$ cat src/rtl/sbuf_pkg.sv
package sbuf_pkg;
  // index width that stays at least one bit for degenerate sizes
  function automatic int idx_w(input int n);
    return (n > 1) ? $clog2(n) : 1;
  endfunction
endpackage

$ cat src/rtl/sbuf_bank.sv
module sbuf_bank #(
  parameter int N_IN    = 3,
  parameter int SLOTS   = 4,
  parameter int SPEEDUP = 2,
  parameter int SW      = 2,
  parameter int PW      = 2,
  parameter int DW      = 8
) (
  input  logic                 clk,
  input  logic                 rst_n,
  input  logic [N_IN-1:0]      wr_en,
  input  logic [N_IN*SW-1:0]   wr_slot,
  input  logic [N_IN*PW-1:0]   wr_port,
  input  logic [N_IN*DW-1:0]   wr_data,
  output logic                 rd_vld,
  output logic [PW-1:0]        rd_port,
  output logic [DW-1:0]        rd_data,
  output logic [SLOTS-1:0]     occ_next
);
  logic [SLOTS-1:0] vld_q, vld_d;
  logic [PW-1:0]    port_q [SLOTS];
  logic [PW-1:0]    port_d [SLOTS];
  logic [DW-1:0]    data_q [SLOTS];
  logic [DW-1:0]    data_d [SLOTS];

  // occupancy as seen after the coming shift
  always_comb begin
    for (int s = 0; s < SLOTS; s++)
      occ_next[s] = (s < SLOTS - 1) ? vld_q[(s + 1) % SLOTS] : 1'b0;
  end

  always_comb begin
    for (int s = 0; s < SLOTS; s++) begin
      vld_d[s]  = occ_next[s];
      port_d[s] = port_q[(s + 1) % SLOTS];
      data_d[s] = data_q[(s + 1) % SLOTS];
    end
    for (int i = 0; i < N_IN; i++) begin
      if (wr_en[i]) begin
        vld_d[wr_slot[i*SW +: SW]]  = 1'b1;
        port_d[wr_slot[i*SW +: SW]] = wr_port[i*PW +: PW];
        data_d[wr_slot[i*SW +: SW]] = wr_data[i*DW +: DW];
      end
    end
  end

  always_ff @(posedge clk or negedge rst_n) begin
    if (!rst_n) begin
      vld_q <= '0;
      for (int s = 0; s < SLOTS; s++) begin
        port_q[s] <= '0;
        data_q[s] <= '0;
      end
    end else begin
      vld_q <= vld_d;
      for (int s = 0; s < SLOTS; s++) begin
        port_q[s] <= port_d[s];
        data_q[s] <= data_d[s];
      end
    end
  end

  assign rd_vld  = vld_q[0];
  assign rd_port = port_q[0];
  assign rd_data = data_q[0];

  assert_speedup_cap_R5: assert property (@(posedge clk) disable iff (!rst_n)
    $countones(wr_en) <= SPEEDUP);

  for (genvar i = 0; i < N_IN; i++) begin : g_chk
    assert_slot_free_R4: assert property (@(posedge clk) disable iff (!rst_n)
      wr_en[i] |-> !occ_next[wr_slot[i*SW +: SW]]);
    assert_slot0_shown_R3: assert property (@(posedge clk) disable iff (!rst_n)
      (wr_en[i] && wr_slot[i*SW +: SW] == '0) |=> rd_vld);
    for (genvar j = i + 1; j < N_IN; j++) begin : g_pair
      assert_distinct_slot_R4: assert property (@(posedge clk) disable iff (!rst_n)
        (wr_en[i] && wr_en[j]) |-> (wr_slot[i*SW +: SW] != wr_slot[j*SW +: SW]));
    end
  end
endmodule

$ cat src/rtl/sbuf_vc_order.sv
module sbuf_vc_order #(
  parameter int N_IN = 3,
  parameter int VCS  = 4,
  parameter int VW   = 2,
  parameter int SW   = 2
) (
  input  logic               clk,
  input  logic               rst_n,
  input  logic [N_IN-1:0]    grant,
  input  logic [N_IN*VW-1:0] in_vc,
  input  logic [N_IN*SW-1:0] in_slot,
  output logic [VCS-1:0]     vc_live,
  output logic [VCS*SW-1:0]  vc_last
);
  logic [VCS-1:0]    live_d;
  logic [VCS*SW-1:0] last_d;

  always_comb begin
    for (int v = 0; v < VCS; v++) begin
      live_d[v]          = vc_live[v] && (vc_last[v*SW +: SW] != '0);
      last_d[v*SW +: SW] = vc_last[v*SW +: SW] - SW'(1);
      for (int i = 0; i < N_IN; i++) begin
        if (grant[i] && in_vc[i*VW +: VW] == VW'(v)) begin
          live_d[v]          = 1'b1;
          last_d[v*SW +: SW] = in_slot[i*SW +: SW];
        end
      end
    end
  end

  always_ff @(posedge clk or negedge rst_n) begin
    if (!rst_n) begin
      vc_live <= '0;
      vc_last <= '0;
    end else begin
      vc_live <= live_d;
      vc_last <= last_d;
    end
  end

  for (genvar i = 0; i < N_IN; i++) begin : g_chk
    assert_vc_order_R6: assert property (@(posedge clk) disable iff (!rst_n)
      (grant[i] && vc_live[in_vc[i*VW +: VW]] && vc_last[in_vc[i*VW +: VW]*SW +: SW] != '0)
        |-> (in_slot[i*SW +: SW] >= vc_last[in_vc[i*VW +: VW]*SW +: SW]));
  end
endmodule

$ cat src/rtl/sbuf_pick.sv
module sbuf_pick #(
  parameter int N_IN    = 3,
  parameter int N_BUF   = 2,
  parameter int SLOTS   = 4,
  parameter int SPEEDUP = 2,
  parameter int VCS     = 4,
  parameter int VW      = 2,
  parameter int SW      = 2,
  parameter int BW      = 1
) (
  input  logic                   clk,
  input  logic                   rst_n,
  input  logic [N_IN-1:0]        in_vld,
  input  logic [N_IN*VW-1:0]     in_vc,
  input  logic [N_IN*SW-1:0]     in_slot,
  input  logic [BW-1:0]          rr,
  input  logic [VCS-1:0]         vc_live,
  input  logic [VCS*SW-1:0]      vc_last,
  input  logic [N_BUF*SLOTS-1:0] occ,
  output logic [N_IN-1:0]        accept,
  output logic [N_IN-1:0]        fail,
  output logic [N_IN*BW-1:0]     bufsel
);
  localparam int CW = $clog2(SPEEDUP + 1);
  localparam logic [CW-1:0] CAP = CW'(SPEEDUP);

  logic [SLOTS-1:0] taken [N_BUF];
  logic [CW-1:0]    cnt   [N_BUF];
  logic [VCS-1:0]   plive;
  logic [SW-1:0]    plast [VCS];
  logic [SW-1:0]    s;
  logic [VW-1:0]    v;
  logic [BW-1:0]    cand, pick;
  logic             found, in_order;

  always_comb begin
    for (int b = 0; b < N_BUF; b++) begin
      taken[b] = occ[b*SLOTS +: SLOTS];
      cnt[b]   = '0;
    end
    for (int k = 0; k < VCS; k++) begin
      plive[k] = vc_live[k] && (vc_last[k*SW +: SW] != '0);
      plast[k] = vc_last[k*SW +: SW] - SW'(1);
    end
    accept = '0;
    fail   = '0;
    bufsel = '0;
    s = '0; v = '0; cand = '0; pick = '0; found = 1'b0; in_order = 1'b0;
    for (int i = 0; i < N_IN; i++) begin
      if (in_vld[i]) begin
        s        = in_slot[i*SW +: SW];
        v        = in_vc[i*VW +: VW];
        in_order = !plive[v] || (s > plast[v]);
        found    = 1'b0;
        pick     = '0;
        for (int j = 0; j < N_BUF; j++) begin
          cand = BW'((int'(rr) + j) % N_BUF);
          if (!found && in_order && cnt[cand] < CAP && !taken[cand][s]) begin
            found = 1'b1;
            pick  = cand;
          end
        end
        if (found) begin
          accept[i]            = 1'b1;
          bufsel[i*BW +: BW]   = pick;
          taken[pick][s]       = 1'b1;
          cnt[pick]            = cnt[pick] + CW'(1);
          plive[v]             = 1'b1;
          plast[v]             = s;
        end else begin
          fail[i] = 1'b1;
        end
      end
    end
  end

  assert_one_answer_R2: assert property (@(posedge clk) disable iff (!rst_n)
    ((accept | fail) == in_vld) && ((accept & fail) == '0));
endmodule

$ cat src/rtl/sbuf_slot_alloc.sv
module sbuf_slot_alloc #(
  parameter int N_IN    = 3,
  parameter int N_BUF   = 2,
  parameter int SLOTS   = 4,
  parameter int SPEEDUP = 2,
  parameter int VCS     = 4,
  parameter int PORTS   = 4,
  parameter int DW      = 8,
  localparam int VW     = sbuf_pkg::idx_w(VCS),
  localparam int SW     = sbuf_pkg::idx_w(SLOTS),
  localparam int PW     = sbuf_pkg::idx_w(PORTS),
  localparam int BW     = sbuf_pkg::idx_w(N_BUF)
) (
  input  logic                  clk,
  input  logic                  rst_n,
  input  logic [N_IN-1:0]       in_vld_i,
  input  logic [N_IN*VW-1:0]    in_vc_i,
  input  logic [N_IN*SW-1:0]    in_slot_i,
  input  logic [N_IN*PW-1:0]    in_port_i,
  input  logic [N_IN*DW-1:0]    in_data_i,
  output logic [N_IN-1:0]       acc_o,
  output logic [N_IN-1:0]       fail_o,
  output logic [N_IN*BW-1:0]    buf_o,
  output logic [N_BUF-1:0]      rd_vld_o,
  output logic [N_BUF*PW-1:0]   rd_port_o,
  output logic [N_BUF*DW-1:0]   rd_data_o
);
  logic [BW-1:0]          rr_q;
  logic [VCS-1:0]         vc_live;
  logic [VCS*SW-1:0]      vc_last;
  logic [N_BUF*SLOTS-1:0] occ;

  always_ff @(posedge clk or negedge rst_n) begin
    if (!rst_n)                       rr_q <= '0;
    else if (rr_q == BW'(N_BUF - 1))  rr_q <= '0;
    else                              rr_q <= rr_q + BW'(1);
  end

  sbuf_pick #(.N_IN(N_IN), .N_BUF(N_BUF), .SLOTS(SLOTS), .SPEEDUP(SPEEDUP),
              .VCS(VCS), .VW(VW), .SW(SW), .BW(BW)) u_pick (
    .clk(clk), .rst_n(rst_n), .in_vld(in_vld_i), .in_vc(in_vc_i),
    .in_slot(in_slot_i), .rr(rr_q), .vc_live(vc_live), .vc_last(vc_last),
    .occ(occ), .accept(acc_o), .fail(fail_o), .bufsel(buf_o));

  sbuf_vc_order #(.N_IN(N_IN), .VCS(VCS), .VW(VW), .SW(SW)) u_order (
    .clk(clk), .rst_n(rst_n), .grant(acc_o), .in_vc(in_vc_i),
    .in_slot(in_slot_i), .vc_live(vc_live), .vc_last(vc_last));

  for (genvar b = 0; b < N_BUF; b++) begin : g_bank
    logic [N_IN-1:0] wen;
    for (genvar i = 0; i < N_IN; i++) begin : g_wen
      assign wen[i] = acc_o[i] && (buf_o[i*BW +: BW] == BW'(b));
    end
    sbuf_bank #(.N_IN(N_IN), .SLOTS(SLOTS), .SPEEDUP(SPEEDUP), .SW(SW),
                .PW(PW), .DW(DW)) u_bank (
      .clk(clk), .rst_n(rst_n), .wr_en(wen), .wr_slot(in_slot_i),
      .wr_port(in_port_i), .wr_data(in_data_i), .rd_vld(rd_vld_o[b]),
      .rd_port(rd_port_o[b*PW +: PW]), .rd_data(rd_data_o[b*DW +: DW]),
      .occ_next(occ[b*SLOTS +: SLOTS]));
  end

  assert_no_write_on_fail_R8: assert property (@(posedge clk) disable iff (!rst_n)
    (fail_o & acc_o) == '0);
  assert_rr_reset_R7: assert property (@(posedge clk) disable iff (!rst_n)
    $rose(rst_n) |-> rr_q == '0);
endmodule

$ cat config.mk
export PLATFORM = sky130hd
export DESIGN_NAME = sbuf_slot_alloc
export DESIGN_NICKNAME = d
export VERILOG_FILES = /design/src/rtl/sbuf_pkg.sv /design/src/rtl/sbuf_bank.sv /design/src/rtl/sbuf_vc_order.sv /design/src/rtl/sbuf_pick.sv /design/src/rtl/sbuf_slot_alloc.sv
export SDC_FILE = /design/constraint.sdc
export NUM_CORES = 1
export LEC_CHECK = 0
export BUFFER_PORTS_ARGS = -buffer_cell sky130_fd_sc_hd__clkbuf_2
export CAP_MARGIN = 20
export CORE_MARGIN = 3
export CORE_UTILIZATION = 60
export DETAILED_ROUTE_END_ITERATION = 6
export MAX_ROUTING_LAYER = met4
export PLACE_DENSITY = 0.81
export SKIP_CTS_REPAIR_TIMING = 1
export SKIP_LAST_GASP = 1
export SLEW_MARGIN = 10
export SYNTH_ARGS = -nofsm -noshare
export SYNTH_HDL_FRONTEND = slang
export SYNTH_SLANG_ARGS = --single-unit
$ cat constraint.sdc
create_clock -name clk -period 13.94 [get_ports clk]
set_clock_uncertainty 0.1 [all_clocks]
set_input_delay 2.788 -clock clk [delete_from_list [all_inputs] [get_ports clk]]
set_output_delay 2.788 -clock clk [all_outputs]
set_load 0.01 [all_outputs]
Word level (Yosys, flattened, before mapping) --
Index checks and enable logic that the tools add are counted.
Cells by class: add/subtract/negate cells 8, order comparisons 37, eq/ne operators 9, muxes and demuxes 212, bitwise gates (word level) 24, reduce and logical (&&, ||, !) cells 71
Operator list (count):
- bitwise mux 32 bit | 6
- two-way mux 32 bit | 6
- two-way mux 8 bit | 17
- two-way mux 4 bit | 32
- two-way mux 2 bit | 46
- two-way mux 1 bit | 65
- bitwise mux 8 bit | 8
- logical AND 1 bit | 49
- demux 8 bit (select 2 bit) | 3
- OR 4 bit | 6
- demux 2 bit (select 2 bit) | 5
- binary-select mux 1 bit (select 2 bit) | 9
- >= comparator 3 bit (second input constant) | 6
- less-than comparator 2 x 3 -> 1 bit (second input constant) | 6
- inverter 2 -> 3 bit | 6
- less-than comparator 3 x 1 -> 1 bit (second input constant) | 5
- binary-select mux 2 bit (select 2 bit) | 3
- == test 2 bit (second input constant) | 6
- logical NOT 1 bit | 12
- less-than comparator 2 bit (second input constant) | 6
- demux 1 bit (select 2 bit) | 5
- >= comparator 2 x 1 -> 1 bit (second input constant) | 5
- demux 4 bit (select 1 bit) | 2
- >= comparator 2 bit (second input constant) | 4
- 18 further kinds | 43
Storage, ports and cells: register bits 101, input bits 47, output and inout port bits 31, word-level logic and storage cells 382

Logic depth before layout (Yosys ltp) --
depth in word-level cells 67, mapped depth 35, mapped depth without buffers 31

By module --
Synthesis repeated with hierarchy kept, for this count alone.
Unflattened totals: cells, all modules 910, area total of the unflattened synthesis 7801.2 sq um
By module, submodules not included:
- sbuf_bank (g_bank[0].u_bank) | instances 1, cells an instance 271, area each 2598.7 sq um, seq. area each 1101.1 sq um
- sbuf_bank (g_bank[1].u_bank) | instances 1, cells an instance 278, area each 2577.5 sq um, seq. area each 1101.1 sq um
- sbuf_pick | instances 1, cells an instance 260, area each 1741.7 sq um, seq. area each 0.0 sq um
- sbuf_vc_order | instances 1, cells an instance 93, area each 809.5 sq um, seq. area each 300.3 sq um
- sbuf_slot_alloc | instances 1, cells an instance 8, area each 73.8 sq um, seq. area each 25.0 sq um

Least setup slack after synthesis --
No wires, ideal clock.
path kind input to output, from input port in_vc_i[0], to output port buf_o[2], arrival 9651 ps, data required time 11052 ps, setup slack 1401 ps, stages 29, buffers on the path 3, cells stage by stage clkbuf_1 mux4_2 ha_1 nor2b_1 a2bb2oi_1 o221ai_1 clkbuf_1 nor3_1 nor2b_1 a22oi_1 o21ai_0 nor2_1 a21oi_1 ha_1 nor2b_1 o21ai_0 a31oi_1 a21boi_4 nor3b_1 mux2i_1 mux4_2 ha_1 a21oi_1 a21oi_1 or4_1 buf_2 a31oi_1 nor2_1 nor2_1
On the way: word-level cells in the longest chain between the ends 64, elaborated cells between the ends (all ways) 159, classes of those cells add/sub (1); order compare (15); mux (103); bitwise (8); reduce/logical (32)
RTL lines:
- start: declaration | RTL line sbuf_slot_alloc.sv:17 | input logic [N_IN*VW-1:0] in_vc_i,
- inverter 2 -> 3 bit (not written as such) | RTL line sbuf_pick.sv:53, sbuf_pick.sv:69
- binary-select mux 2 bit (select 2 bit) | RTL line sbuf_pick.sv:53 | in_order = !plive[v] || (s > plast[v]);
- two-way mux 2 bit (not written as such) (2 in a row) | RTL line sbuf_pick.sv:53
- greater-than comparator 2 bit | RTL line sbuf_pick.sv:53
- logical OR 1 bit | RTL line sbuf_pick.sv:53
- logical AND 1 bit (2 in a row) | RTL line sbuf_pick.sv:58 | if (!found && in_order && cnt[cand] < CAP && !taken[cand][s]) begin
- two-way mux 1 bit | RTL line sbuf_pick.sv:58
- two-way mux 1 bit | RTL line sbuf_pick.sv:50 | if (in_vld[i]) begin
- [... 44 more ...]
- two-way mux 1 bit | RTL line sbuf_pick.sv:58
- two-way mux 1 bit | RTL line sbuf_pick.sv:50
- logical NOT 1 bit | RTL line sbuf_pick.sv:58
- logical AND 1 bit (3 in a row) | RTL line sbuf_pick.sv:58
- two-way mux 1 bit | RTL line sbuf_pick.sv:58
- two-way mux 1 bit | RTL line sbuf_pick.sv:50
- two-way mux 1 bit (*) | RTL line sbuf_pick.sv:63 | if (found) begin
- two-way mux 1 bit (*) | RTL line sbuf_pick.sv:50
- end: declaration | RTL line sbuf_slot_alloc.sv:23 | output logic [N_IN*BW-1:0] buf_o,
Every way passes the cells marked *; elsewhere a longest branch is shown, timed or not. The select of a mux whose other input is x is not followed.

Worst setup path in the final report --
Same ends and word-level chain as after synthesis.

==> flow_summary.ini <==
[grt]
grt_max_degree = 68
grt_usage = 0.3262
overflow = 0
grt_pass1_wl_mm = 35.65
grt_pass1_vias = 6603
antenna_found_initial = 0

[setup_path]
crit_path_max_incr_delay_ns = 0.82
rr_endpoint = g_bank[1].u_bank.rd_port[0]
arrival_ns = 10.41
r2r_start = rr_q
path_class = in2out
worst-path-buf-inv = 4
crit_path_max_fanout = 11
crit_start = in_vc_i[0]
critical_path.top_delay_family = compound AO/OA/AOI/OAI gates
worst_setup_path_start_kind = primary input
r2r_cells = 25
rrSetupSlack_ns = 4.55
cp.required_ns = 11.05
endpoint_kind = output pin
crit_slowest_cell = o221ai_1

[power]
power.total_mw = 1.603
p_leak_nw = 3.590
power_frac_seq = 0.323
powerDensity_mw_per_mm2 = 195.5
switching_share = 0.3966
clkPwrFrac = 0.163
peakVddDrop_mv = 0.1020
p_int_mw = 0.9675
combinationalPowerShare = 0.514
power_switching_mw = 0.6359

[layout]
final_core_util = 0.6745
diodes = 0
fillCellCount = 997
nNetsFinal = 912
area_delta_synth_final_pct = 8.382
fin_area_mm2 = 0.008203
final_common_cell = dfrtp_1
layout_common_cells = dfrtp_1 (101), nand2_1 (96), mux2i_1 (88)
final_layout_size_suffix_gt1_frac = 0.2698
layoutNonFillerInstCount = 1028

[clocking]
cts_buffer_depth = 2
insertion_delay_ns = 0.35
htreeDepth = 3
cts_buffers = 9
clkTransAtPathRegs_ns = 0.06
cts_root_buffer = clkbuf_16
clock-sinks = 101
cts_tree = yes

[sta]
finalHoldViolations = 0
clock.fmax_ghz = 0.07519
worstMarginPinSlew_ns = 1.205
whs_ns = 0.4944
worst_slack_ns = 0.6406
layout_min_cycle_time_ns = 13.30
finalCritPeriodShare = 0.9540
finalMaxSlewViolations = 0
setup_viol = 0
rsz0062_at_grt = false
slew_headroom = 0.1954
setup_tns_ns = 0

[yosys]
syn_area_mm2 = 0.007569
synth_edf_count = 0
ys_types = 73
synth_top_cell_area_share = 0.3339
avgSynthCellArea_um2 = 8.946
ys_warn_count = 0
synthArstFlopShare = 1.000
synthTopCellsByArea = dfrtp_1 (33%), mux2_2 (13%), mux2i_1 (12%)
ys_seq_area_frac = 0.3339
syn_nets = 903
ys_ff_latch = 101
synthFlopType = dfrtp_1
synth_top_cell_by_area = dfrtp_1
syn_inst = 846

[route]
drt_iter0_drc = 890
num_vias = 6698
ant_nets = 0
avgRoutedWirePerCell_um = 21.75
routed_wl_mm = 22.36
route.detailed.drc = 0
viasPerCell = 6.516
dr.pass1.iters = 5

[min_path]
hold_path.class = reg2reg
hold_start = u_order.vc_live[3]
hold_end = u_order.vc_live[3]
hold_path_depth = 2

[placed_design]
dp.cells = 1011
dp_hpwl_mm = 15.98
gp_congestion = 0.9779
place_ws_ns = 0.4859
port_buffers = 77
place_area_mm2 = 0.007864

[job]
maxCapViolCount = 0

[floorplan]
io_pins = 78
die_area_mm2 = 0.01400
dieHeight_um = 118.3
start_util = 0.6223
core_mm2 = 0.01216
dieWidth_um = 118.3
num_rows = 40

[status]
status = complete, no violations
-- layout make-up --
class	count	area, µm²	share of cell area
clock inverters	5	67.56	0.008237
flip-flops and latches	101	2527	0.3081
repair buffers	93	511.7	0.06239
well taps	168	210.2	0.02563
inverters	27	101.3	0.01236
clock buffers	11	242.7	0.02959
multi-input cells	623	4542	0.5537
-- logic make-up (layout without fill, tap and decap cells) --
group | Yosys count | in the layout | synth area share
XOR/XNOR | 5 | 5 | 0.005787
adder cells (fa/ha/maj) | 10 | 10 | 0.01653
buffers and inverters | 122 | 136 | 0.07770
AND/OR/NAND/NOR | 238 | 238 | 0.1463
multiplexers | 184 | 184 | 0.2672
AO/OA/AOI/OAI | 186 | 186 | 0.1526
flip-flops | 101 | 101 | 0.3339
-- cell usage after synthesis (2+ instances only) --
cell type and count:
clkbuf_1 41, a222oi_1 2, buf_1 12, nand3b_1 2, mux2_2 86, dfrtp_1 101
o21ai_0 87, o221ai_1 2, mux4_2 5, a221o_1 2, a2bb2oi_1 2, a21oi_1 39
nor3_1 13, inv_2 2, nand2_1 96, o211ai_1 5, nand3_1 11, a211oi_1 6
or4_1 7, nand4_1 5, mux2_1 4, buf_4 31, o31ai_1 2, and3_1 2
nand2b_1 6, a22oi_1 2, ha_1 10, xor2_1 2, o21a_1 3, inv_1 24
or2_2 6, a31oi_1 7, xnor2_1 3, nor2b_1 8, o311ai_0 2, mux2i_1 88
nor3b_1 2, and2_1 4, nor4_1 6, nor2_1 57, o22ai_1 3, or3_1 8
buf_2 10
-- flip-flops by register name, indices dropped and copies added, names as in the netlist --
name / flops
g_bank.u_bank.vld_q: 8
g_bank.u_bank.data_q: 48
rr_q: 1
g_bank.u_bank.port_q: 12
g_bank.u_bank.rd_data: 16
g_bank.u_bank.rd_port: 4
u_order.vc_live: 4
u_order.vc_last: 8
-- worst reg2reg max path, stage by stage (launching register included) --
cell      delay, ns
dfrtp_1        1.02
mux2_2         0.46
a222oi_1       0.66
o221ai_1       0.60
inv_2          0.36
nand3_1        0.29
mux2i_1        0.27
nand2_1        0.08
o221ai_1       0.09
a21oi_1        0.11
ha_1           0.31
nor2b_1        0.11
o21ai_0        0.13
a31oi_1        0.20
buf_4          0.19
a21boi_4       0.29
nor3b_1        0.47
mux2i_1        0.18
mux4_2         0.48
ha_1           0.30
a21oi_1        0.13
a21oi_1        0.05
or4_1          0.66
a31o_4         0.32
a211oi_2       0.97
mux2_2         0.43
-- layer usage --
layer / vias to the layer above / GRT usage / routed length, µm
met5: - / - / 0
met3: 59 / 0.04306 / 1590
met1: 3273 / 0.4055 / 8989
li1: 3014 / - / -
met4: 0 / 0.1399 / 855
met2: 352 / 0.5366 / 10920
-- power by group through the flow --
| stage | combinational [mW] | clock [mW] | sequential, mW |
|---|---|---|---|
| 6_report | 0.825 | 0.262 | 0.517 |
| 5_1_grt | 0.906 | 0.277 | 0.528 |
| 4_1_cts | 0.814 | 0.265 | 0.515 |
| 3_5_place_dp | 0.809 | 0 | 0.521 |
| 3_3_place_gp | 0.777 | 0 | 0.515 |
| 2_1_floorplan | 0.645 | 0 | 0.485 |
-- worst max path at each step --
| stage | end | depth (start not counted) | slack, ns |
|---|---|---|---|
| global route | buf_o[2] | 29 | 0.07 |
| global placement | buf_o[2] | 29 | 0.81 |
| CTS | buf_o[2] | 29 | 0.48 |
| finish | buf_o[2] | 28 | 0.64 |
| detailed placement | buf_o[2] | 29 | 0.49 |
| floorplan | buf_o[2] | 29 | 1.40 |
Power figures use the tool's default switching activity.
